## config.mk

```make
export PLATFORM = sky130hd
export DESIGN_NAME = pixclk_gen
export DESIGN_NICKNAME = d
export VERILOG_FILES = /design/src/rtl/pixclk_pkg.sv /design/src/rtl/pixclk_edge.sv /design/src/rtl/pixclk_div.sv /design/src/rtl/pixclk_deglitch.sv /design/src/rtl/pixclk_gen.sv
export SDC_FILE = /design/constraint.sdc
export NUM_CORES = 1
export LEC_CHECK = 0
export BUFFER_PORTS_ARGS = -buffer_cell sky130_fd_sc_hd__buf_2
export CORE_ASPECT_RATIO = 2
export CORE_MARGIN = 5
export CORE_UTILIZATION = 27
export DETAILED_ROUTE_END_ITERATION = 10
export PLACE_DENSITY = 0.48
export RECOVER_POWER = 50
export SYNTH_ARGS = -nofsm -noshare
export SYNTH_HDL_FRONTEND = slang
export SYNTH_SLANG_ARGS = --single-unit
```

## constraint.sdc

```tcl
create_clock -name clk -period 4.11 [get_ports clk]
set_clock_uncertainty 0.1 [all_clocks]
set_input_delay 0.411 -clock clk [delete_from_list [all_inputs] [get_ports clk]]
set_output_delay 0.411 -clock clk [all_outputs]
set_load 0.01 [all_outputs]
```

## src/rtl/pixclk_pkg.sv

```systemverilog
package pixclk_pkg;

    typedef enum logic [1:0] {
        SRC_REF2 = 2'b00,
        SRC_PDIV = 2'b01,
        SRC_EXT  = 2'b10,
        SRC_NONE = 2'b11
    } src_sel_e;

    typedef enum logic {
        ST_RUN  = 1'b0,
        ST_HOLD = 1'b1
    } dg_state_e;

    localparam int unsigned NUM_SRC = 3;
    localparam int unsigned IDX_REF = 0;
    localparam int unsigned IDX_OSC = 1;
    localparam int unsigned IDX_EXT = 2;

endpackage

```

## src/rtl/pixclk_edge.sv

```systemverilog
// Samples one clock level into the fast domain and flags its rising edge.
// The rise flag is high in the first cycle the sampled level reads high.
module pixclk_edge (
    input  logic clk,
    input  logic rst_n,
    input  logic lvl_i,
    output logic lvl_o,
    output logic rise_o
);
    typedef struct packed {
        logic lvl;
        logic prev;
    } edge_s;

    edge_s edge_d, edge_q;

    always_comb begin
        edge_d      = edge_q;
        edge_d.lvl  = lvl_i;
        edge_d.prev = edge_q.lvl;
    end

    always_ff @(posedge clk or negedge rst_n) begin
        if (!rst_n) edge_q <= '0;
        else        edge_q <= edge_d;
    end

    assign lvl_o  = edge_q.lvl;
    assign rise_o = edge_q.lvl & ~edge_q.prev;
endmodule

```

## src/rtl/pixclk_div.sv

```systemverilog
// Modulus divider counting source rising edges. A modulus field of zero
// passes the source through. HIGH_LONG selects which phase gets the extra
// count on odd moduli. clr_i parks the count on its last state, so the next
// counted edge (or one in the same cycle) starts a fresh high phase.
module pixclk_div #(
    parameter int unsigned MOD_W     = 4,
    parameter bit          HIGH_LONG = 1'b1
) (
    input  logic             clk,
    input  logic             rst_n,
    input  logic             src_lvl_i,
    input  logic             src_rise_i,
    input  logic             run_i,
    input  logic             clr_i,
    input  logic [MOD_W-1:0] mod_m1_i,
    output logic             lvl_o,
    output logic             rise_o
);
    localparam int unsigned HW = MOD_W + 1;

    typedef struct packed {
        logic [MOD_W-1:0] cnt;
        logic             out;
        logic             rise;
    } div_s;

    div_s             div_d, div_q;
    logic [MOD_W-1:0] base;
    logic [HW-1:0]    high_cnt;
    logic             step;
    logic             bypass;

    always_comb begin
        high_cnt = ({1'b0, mod_m1_i} + {{MOD_W{1'b0}}, 1'b1}
                    + {{MOD_W{1'b0}}, HIGH_LONG}) >> 1;
        base     = clr_i ? mod_m1_i : div_q.cnt;
        step     = src_rise_i && (run_i || clr_i);
        div_d    = div_q;
        div_d.cnt = base;
        if (step) begin
            div_d.cnt = (base >= mod_m1_i) ? '0 : base + 1'b1;
        end
        div_d.out  = ({1'b0, div_d.cnt} < high_cnt);
        div_d.rise = step && (div_d.cnt == '0);
    end

    always_ff @(posedge clk or negedge rst_n) begin
        if (!rst_n) begin
            div_q.cnt  <= '1;
            div_q.out  <= 1'b0;
            div_q.rise <= 1'b0;
        end else begin
            div_q <= div_d;
        end
    end

    assign bypass = (mod_m1_i == '0);
    assign lvl_o  = bypass ? src_lvl_i  : div_q.out;
    assign rise_o = bypass ? src_rise_i : div_q.rise;
endmodule

```

## src/rtl/pixclk_deglitch.sv

```systemverilog
// Applies select and P changes, then holds the outputs until HOLD_EDGES
// rising edges of the newly selected clock have been seen.
module pixclk_deglitch
    import pixclk_pkg::*;
#(
    parameter int unsigned MOD_W      = 4,
    parameter int unsigned HOLD_EDGES = 4,
    parameter int unsigned P_RESET_M1 = 3
) (
    input  logic             clk,
    input  logic             rst_n,
    input  logic [1:0]       sel_i,
    input  logic [MOD_W-1:0] pmod_i,
    input  logic             mux_rise_i,
    output logic [1:0]       sel_o,
    output logic [MOD_W-1:0] pmod_o,
    output logic             frozen_o,
    output logic             restart_o,
    output logic             p_clr_o
);
    localparam int unsigned CNT_W = $clog2(HOLD_EDGES + 1);

    typedef struct packed {
        dg_state_e        st;
        logic [1:0]       sel;
        logic [MOD_W-1:0] pmod;
        logic [CNT_W-1:0] hcnt;
        logic             pclr;
    } dg_s;

    dg_s  dg_d, dg_q;
    logic chg;
    logic restart;

    always_comb begin
        dg_d      = dg_q;
        dg_d.pclr = 1'b0;
        restart   = 1'b0;
        chg       = (sel_i != dg_q.sel) || (pmod_i != dg_q.pmod);
        if (chg) begin
            dg_d.sel  = sel_i;
            dg_d.pmod = pmod_i;
            dg_d.st   = ST_HOLD;
            dg_d.hcnt = '0;
            dg_d.pclr = 1'b1;
        end else if (dg_q.st == ST_HOLD && mux_rise_i && !dg_q.pclr) begin
            if (dg_q.hcnt == CNT_W'(HOLD_EDGES - 1)) begin
                dg_d.st   = ST_RUN;
                dg_d.hcnt = '0;
                restart   = 1'b1;
            end else begin
                dg_d.hcnt = dg_q.hcnt + 1'b1;
            end
        end
    end

    always_ff @(posedge clk or negedge rst_n) begin
        if (!rst_n) begin
            dg_q.st   <= ST_RUN;
            dg_q.sel  <= SRC_REF2;
            dg_q.pmod <= MOD_W'(P_RESET_M1);
            dg_q.hcnt <= '0;
            dg_q.pclr <= 1'b0;
        end else begin
            dg_q <= dg_d;
        end
    end

    assign sel_o     = dg_q.sel;
    assign pmod_o    = dg_q.pmod;
    assign frozen_o  = (dg_q.st == ST_HOLD);
    assign restart_o = restart;
    assign p_clr_o   = dg_q.pclr;
endmodule

```

## src/rtl/pixclk_gen.sv

```systemverilog
module pixclk_gen
    import pixclk_pkg::*;
#(
    parameter int unsigned MOD_W      = 4,
    parameter int unsigned HOLD_EDGES = 4,
    parameter int unsigned P_RESET_M1 = 3
) (
    input  logic             clk,
    input  logic             rst_n,
    input  logic             ref_clk_i,
    input  logic             osc_clk_i,
    input  logic             ext_clk_i,
    input  logic [1:0]       src_sel_i,
    input  logic [MOD_W-1:0] pmod_m1_i,
    input  logic [MOD_W-1:0] lmod_m1_i,
    input  logic             lclk_en_i,
    input  logic             pclk_dis_i,
    input  logic             lclk_dis_i,
    output logic             pclk_o,
    output logic             pclk_se_o,
    output logic             lclk_o
);
    typedef struct packed {
        logic pclk;
        logic pclk_se;
        logic lclk;
        logic gate;
    } out_s;

    logic [NUM_SRC-1:0] raw_lvl, src_lvl, src_rise;
    logic               ref2_lvl, ref2_rise;
    logic               pdiv_lvl, pdiv_rise;
    logic               mux_lvl, mux_rise;
    logic               l_lvl, l_rise;
    logic [1:0]         sel_q;
    logic [MOD_W-1:0]   pmod_q;
    logic               frozen, restart, p_clr;
    logic               l_run;
    logic               gate_q;
    logic               pix, lclk_hold;
    out_s               out_d, out_q;

    assign raw_lvl[IDX_REF] = ref_clk_i;
    assign raw_lvl[IDX_OSC] = osc_clk_i;
    assign raw_lvl[IDX_EXT] = ext_clk_i;

    for (genvar g = 0; g < NUM_SRC; g++) begin : g_src
        pixclk_edge u_edge (
            .clk    (clk),
            .rst_n  (rst_n),
            .lvl_i  (raw_lvl[g]),
            .lvl_o  (src_lvl[g]),
            .rise_o (src_rise[g])
        );
    end

    pixclk_div #(.MOD_W(MOD_W), .HIGH_LONG(1'b1)) u_ref2 (
        .clk        (clk),
        .rst_n      (rst_n),
        .src_lvl_i  (src_lvl[IDX_REF]),
        .src_rise_i (src_rise[IDX_REF]),
        .run_i      (1'b1),
        .clr_i      (1'b0),
        .mod_m1_i   (MOD_W'(1)),
        .lvl_o      (ref2_lvl),
        .rise_o     (ref2_rise)
    );

    pixclk_div #(.MOD_W(MOD_W), .HIGH_LONG(1'b1)) u_pdiv (
        .clk        (clk),
        .rst_n      (rst_n),
        .src_lvl_i  (src_lvl[IDX_OSC]),
        .src_rise_i (src_rise[IDX_OSC]),
        .run_i      (1'b1),
        .clr_i      (p_clr),
        .mod_m1_i   (pmod_q),
        .lvl_o      (pdiv_lvl),
        .rise_o     (pdiv_rise)
    );

    pixclk_deglitch #(
        .MOD_W      (MOD_W),
        .HOLD_EDGES (HOLD_EDGES),
        .P_RESET_M1 (P_RESET_M1)
    ) u_dg (
        .clk        (clk),
        .rst_n      (rst_n),
        .sel_i      (src_sel_i),
        .pmod_i     (pmod_m1_i),
        .mux_rise_i (mux_rise),
        .sel_o      (sel_q),
        .pmod_o     (pmod_q),
        .frozen_o   (frozen),
        .restart_o  (restart),
        .p_clr_o    (p_clr)
    );

    always_comb begin
        case (src_sel_e'(sel_q))
            SRC_REF2: begin mux_lvl = ref2_lvl;         mux_rise = ref2_rise;         end
            SRC_PDIV: begin mux_lvl = pdiv_lvl;         mux_rise = pdiv_rise;         end
            SRC_EXT:  begin mux_lvl = src_lvl[IDX_EXT]; mux_rise = src_rise[IDX_EXT]; end
            default:  begin mux_lvl = 1'b0;             mux_rise = 1'b0;              end
        endcase
    end

    assign l_run = ~lclk_dis_i & ~frozen;

    pixclk_div #(.MOD_W(MOD_W), .HIGH_LONG(1'b0)) u_ldiv (
        .clk        (clk),
        .rst_n      (rst_n),
        .src_lvl_i  (mux_lvl),
        .src_rise_i (mux_rise),
        .run_i      (l_run),
        .clr_i      (restart),
        .mod_m1_i   (lmod_m1_i),
        .lvl_o      (l_lvl),
        .rise_o     (l_rise)
    );

    always_comb begin
        out_d = out_q;
        if (l_rise) out_d.gate = lclk_en_i;

        if (frozen && !restart) begin
            pix = (sel_q == SRC_NONE) ? 1'b0 : out_q.pclk;
        end else begin
            pix = mux_lvl;
        end
        out_d.pclk    = pix;
        out_d.pclk_se = pclk_dis_i ? 1'b0 : pix;

        // Pass-through L mode takes the restart edge at once; counter mode
        // holds one more cycle until its registered output is fresh.
        lclk_hold = frozen && !(restart && (lmod_m1_i == '0));
        if (lclk_dis_i) begin
            out_d.lclk = 1'b0;
        end else if (lclk_hold) begin
            out_d.lclk = (sel_q == SRC_NONE) ? 1'b0 : out_q.lclk;
        end else if (!out_q.gate) begin
            out_d.lclk = out_q.lclk;
        end else begin
            out_d.lclk = l_lvl;
        end
    end

    always_ff @(posedge clk or negedge rst_n) begin
        if (!rst_n) begin
            out_q.pclk    <= 1'b0;
            out_q.pclk_se <= 1'b0;
            out_q.lclk    <= 1'b0;
            out_q.gate    <= 1'b1;
        end else begin
            out_q <= out_d;
        end
    end

    assign gate_q    = out_q.gate;
    assign pclk_o    = out_q.pclk;
    assign pclk_se_o = out_q.pclk_se;
    assign lclk_o    = out_q.lclk;
endmodule

```

==> impl_metrics.tcl <==
set metrics [dict create \
    insertion_delay_ns 0.28 \
    criticalPathCategory "reg -> reg" \
    power_frac_comb_pct 17.0 \
    fin_area_um2 2830 \
    hpwl_um 4480 \
    grt_max_degree 40 \
    coreArea_um2 8890 \
    timing.rr.end "u_ldiv.div_q[1]" \
    min_path_type "in -> reg" \
    grt-busiest-layer "met2" \
    pin_count 21 \
    yosys_warnings 0 \
    met1_usage_pct 9.50 \
    synth_fp_nets 277 \
    vdd_drop_max_mv 0.227 \
    cts_root_buffer "clkbuf_16" \
    path_depth 15 \
    start_util_pct 27.4 \
    reg2reg_depth 15 \
    p_int_uw 726 \
    final_common_cell "dfrtp_1" \
    tritoncts "yes" \
    mostFrequentLayoutCells "24 x dfrtp_1, 23 x inv_1, 23 x ha_1" \
    port_buffers 20 \
    synth-seq-cells 39 \
    maxCapViolations 1 \
    worstSetupEndpointType "register" \
    setup_tns_ns 0 \
    fmax_ghz 0.259 \
    gr-usage-met2_pct 21.1 \
    syn_area_um2 2440 \
    layout-drive-gt1-share_pct 22.7 \
    grt_setup_unrepaired "false" \
    cp_data_arrival_time_ns 3.96 \
    status "finished with violations" \
    dp_slack_ns 0.179 \
    numCtsBuffers 5 \
    cts_htree_levels 2 \
    num_vias 1746 \
    ys_seq_area_share_pct 40.8 \
    required_ns 4.21 \
    hold_ws_ns 0.139 \
    cp_slowest_cell "dfstp_2" \
    cp_max_fo 7 \
    critical_path.top_delay_family "compound AO/OA/AOI/OAI gates" \
    met3_usage_pct 1.31 \
    area_delta_synth_final_pct 16.0 \
    grt_pass1_vias 1900 \
    ant_nets 0 \
    clock-sinks 39 \
    clkPwrFrac_pct 37.1 \
    netSwitchingFraction_pct 25.9 \
    fin_nets 304 \
    clock_path_buffers 2 \
    netlist_instances 236 \
    synthArstFlopShare_pct 100 \
    drc 0 \
    min_to "u_dg.pmod_o[0]" \
    slew_viol_final 40 \
    dr.first_iter.drc_count 33 \
    antenna_found_initial 0 \
    antenna_cells 0 \
    switchingPower_uw 254 \
    vias_per_cell 4.77 \
    leakagePower_uw 0.00132 \
    routedWlPerCell_um 15.0 \
    grt.overflow.total 0 \
    p_per_area_nw_per_um2 346 \
    synth_top_area_share_pct 24.6 \
    rr_startpoint "u_dg.pmod_o[1]" \
    setup_viol 0 \
    place.gp.congestion 0.807 \
    post-route-period-util_pct 94.0 \
    path_cells "nor4_4 > and4b_4 > o311ai_4 > mux2_2 > ha_1 > a21o_1 > a21o_1 > a21oi_1 > buf_4 > nand2_1 > o21ai_0 > ha_1 > o21a_1 > o21a_1 > o22ai_1" \
    drtPass1Iterations 4 \
    whs_path_depth 1 \
    place_area_um2 2680 \
    violations "capacitance limit, slew limit" \
    die_area_um2 11200 \
    row_count 49 \
    postRouteWirelength_um 5480 \
    grt_usage_pct 10.4 \
    dieHeight_um 144 \
    pwr-share-seq_pct 45.8 \
    yosysUniqueCellTypes 49 \
    avgSynthCellArea_um2 10.3 \
    slowest_delay_ns 0.62 \
    tightest_slew_ns 2.04 \
    synth_enable_flop_cells 0 \
    regToRegSetupSlack_ns 0.25 \
    relSlewSlack_pct -35.8 \
    die-width_um 77.2 \
    yosysTopAreaCell "dfrtp_1" \
    path_clk_slew_ns 0.05 \
    synth_ff_type "dfrtp_1" \
    setup_slack_ns 0.246 \
    hold_violations 0 \
    postCtsHoldBufs 0 \
    fin_crit_ns 3.86 \
    critPathBufInv 1 \
    yosys-top-cells-area "dfrtp_1 25%, dfstp_2 16%, ha_1 12%" \
    power_uw 980 \
    start_kind "register" \
    grt_pass1_wl_um 9140 \
    hp-start "pmod_m1_i[0]" \
]
[through the flow]
step                      cells  util (%)
final                       366      31.8
after global routing        366      31.8
after CTS                   364      31.7
after detailed placement    356      30.2
after global placement      356      30.2
after floorplan             236         -
[layer usage]
layer | wire length (um) | vias up
met1 | 1980 | 829
met3 | 106 | 11
met5 | 0 | -
met2 | 3200 | 23
li1 | - | 883
met4 | 197 | 0
[synthesized netlist by cell type (2+ instances only)]
cell type and n:
a211oi_1 2, nor4_1 4, a22oi_1 2, dfstp_2 15, nor2_1 7, clkbuf_1 8
a21oi_1 9, xnor2_1 6, inv_1 23, nor3b_1 3, xor2_1 6, a31oi_1 2
nand2_1 15, nor3_1 3, mux2_2 4, a21o_1 7, o21a_1 4, nand3_1 9
a21boi_0 2, nand3b_1 3, nand2b_1 6, o21ai_0 8, dfrtp_1 24, o21ai_1 3
nor4_4 2, o32ai_1 2, ha_1 23, mux2i_1 12, o22ai_1 2
[flip-flops by register name (all words and copies together) (netlist names)]
name,cells
gate_q,1
lclk_o,1
u_pdiv.div_q,6
u_ldiv.div_q,6
u_dg.sel_o,2
u_dg.dg_q,3
g_src.u_edge.edge_q,3
pclk_se_o,1
u_ref2.div_q,6
u_dg.pmod_o,4
u_dg.frozen_o,1
u_dg.p_clr_o,1
pclk_o,1
g_src.u_edge.lvl_o,3
[how the worst max path moves through the flow]
stage | start | endpoint | slack [ns]
3_5_place_dp | u_dg.pmod_o[1] | u_ldiv.div_q[1] | 0.18
4_1_cts | u_dg.pmod_o[1] | u_ldiv.div_q[1] | 0.17
5_1_grt | u_dg.dg_q[1] | u_ldiv.div_q[1] | 0.02
6_report | u_dg.pmod_o[1] | u_ldiv.div_q[1] | 0.25
3_3_place_gp | u_dg.pmod_o[1] | u_ldiv.div_q[1] | 0.16
2_1_floorplan | u_dg.pmod_o[2] | u_ldiv.div_q[1] | 0.14
[area by class of cell]
type                    instances  area [um^2]
clock inverters                 1         5.00
repair buffers                 31          174
flip-flops and latches         39          995
clock buffers                   7          133
fillers                       892         6060
well taps                     102          128
inverters                      23         86.3
multi-input cells             163         1310
[power groups by stage]
stage	sequential, uW	combinational [uW]	clock [uW]
2_1_floorplan	448	124	0
3_3_place_gp	456	169	0
3_5_place_dp	457	171	0
4_1_cts	450	172	381
5_1_grt	453	193	397
6_report	449	167	364
[repair_timing]
item | in CTS | in global routing
setup buffers | 0 | 2
resized for setup | 0 | 1
setup endpoints to repair | 0 | 1
[cells by family after synthesis]
logic type / Yosys count / synth area share, %
buffers and inverters: 34 / 5.74
DFF: 39 / 40.8
muxes: 16 / 6.77
adders and majority gates: 23 / 11.8
AOI/OAI and AO/OA: 49 / 14.3
and+or+nand+nor: 63 / 16.3
xor gates and xnor gates: 12 / 4.31
[worst register-to-register path, delay by kind of cell (launching register included)]
kind            cells  cell delay (ns)
flops               1             0.62
buf+inv             1             0.17
mux                 1             0.42
fa+ha+maj           2             0.56
compound gates      8             1.57
simple gates        3             0.34
No activity file was read; power rests on OpenSTA's default activity.
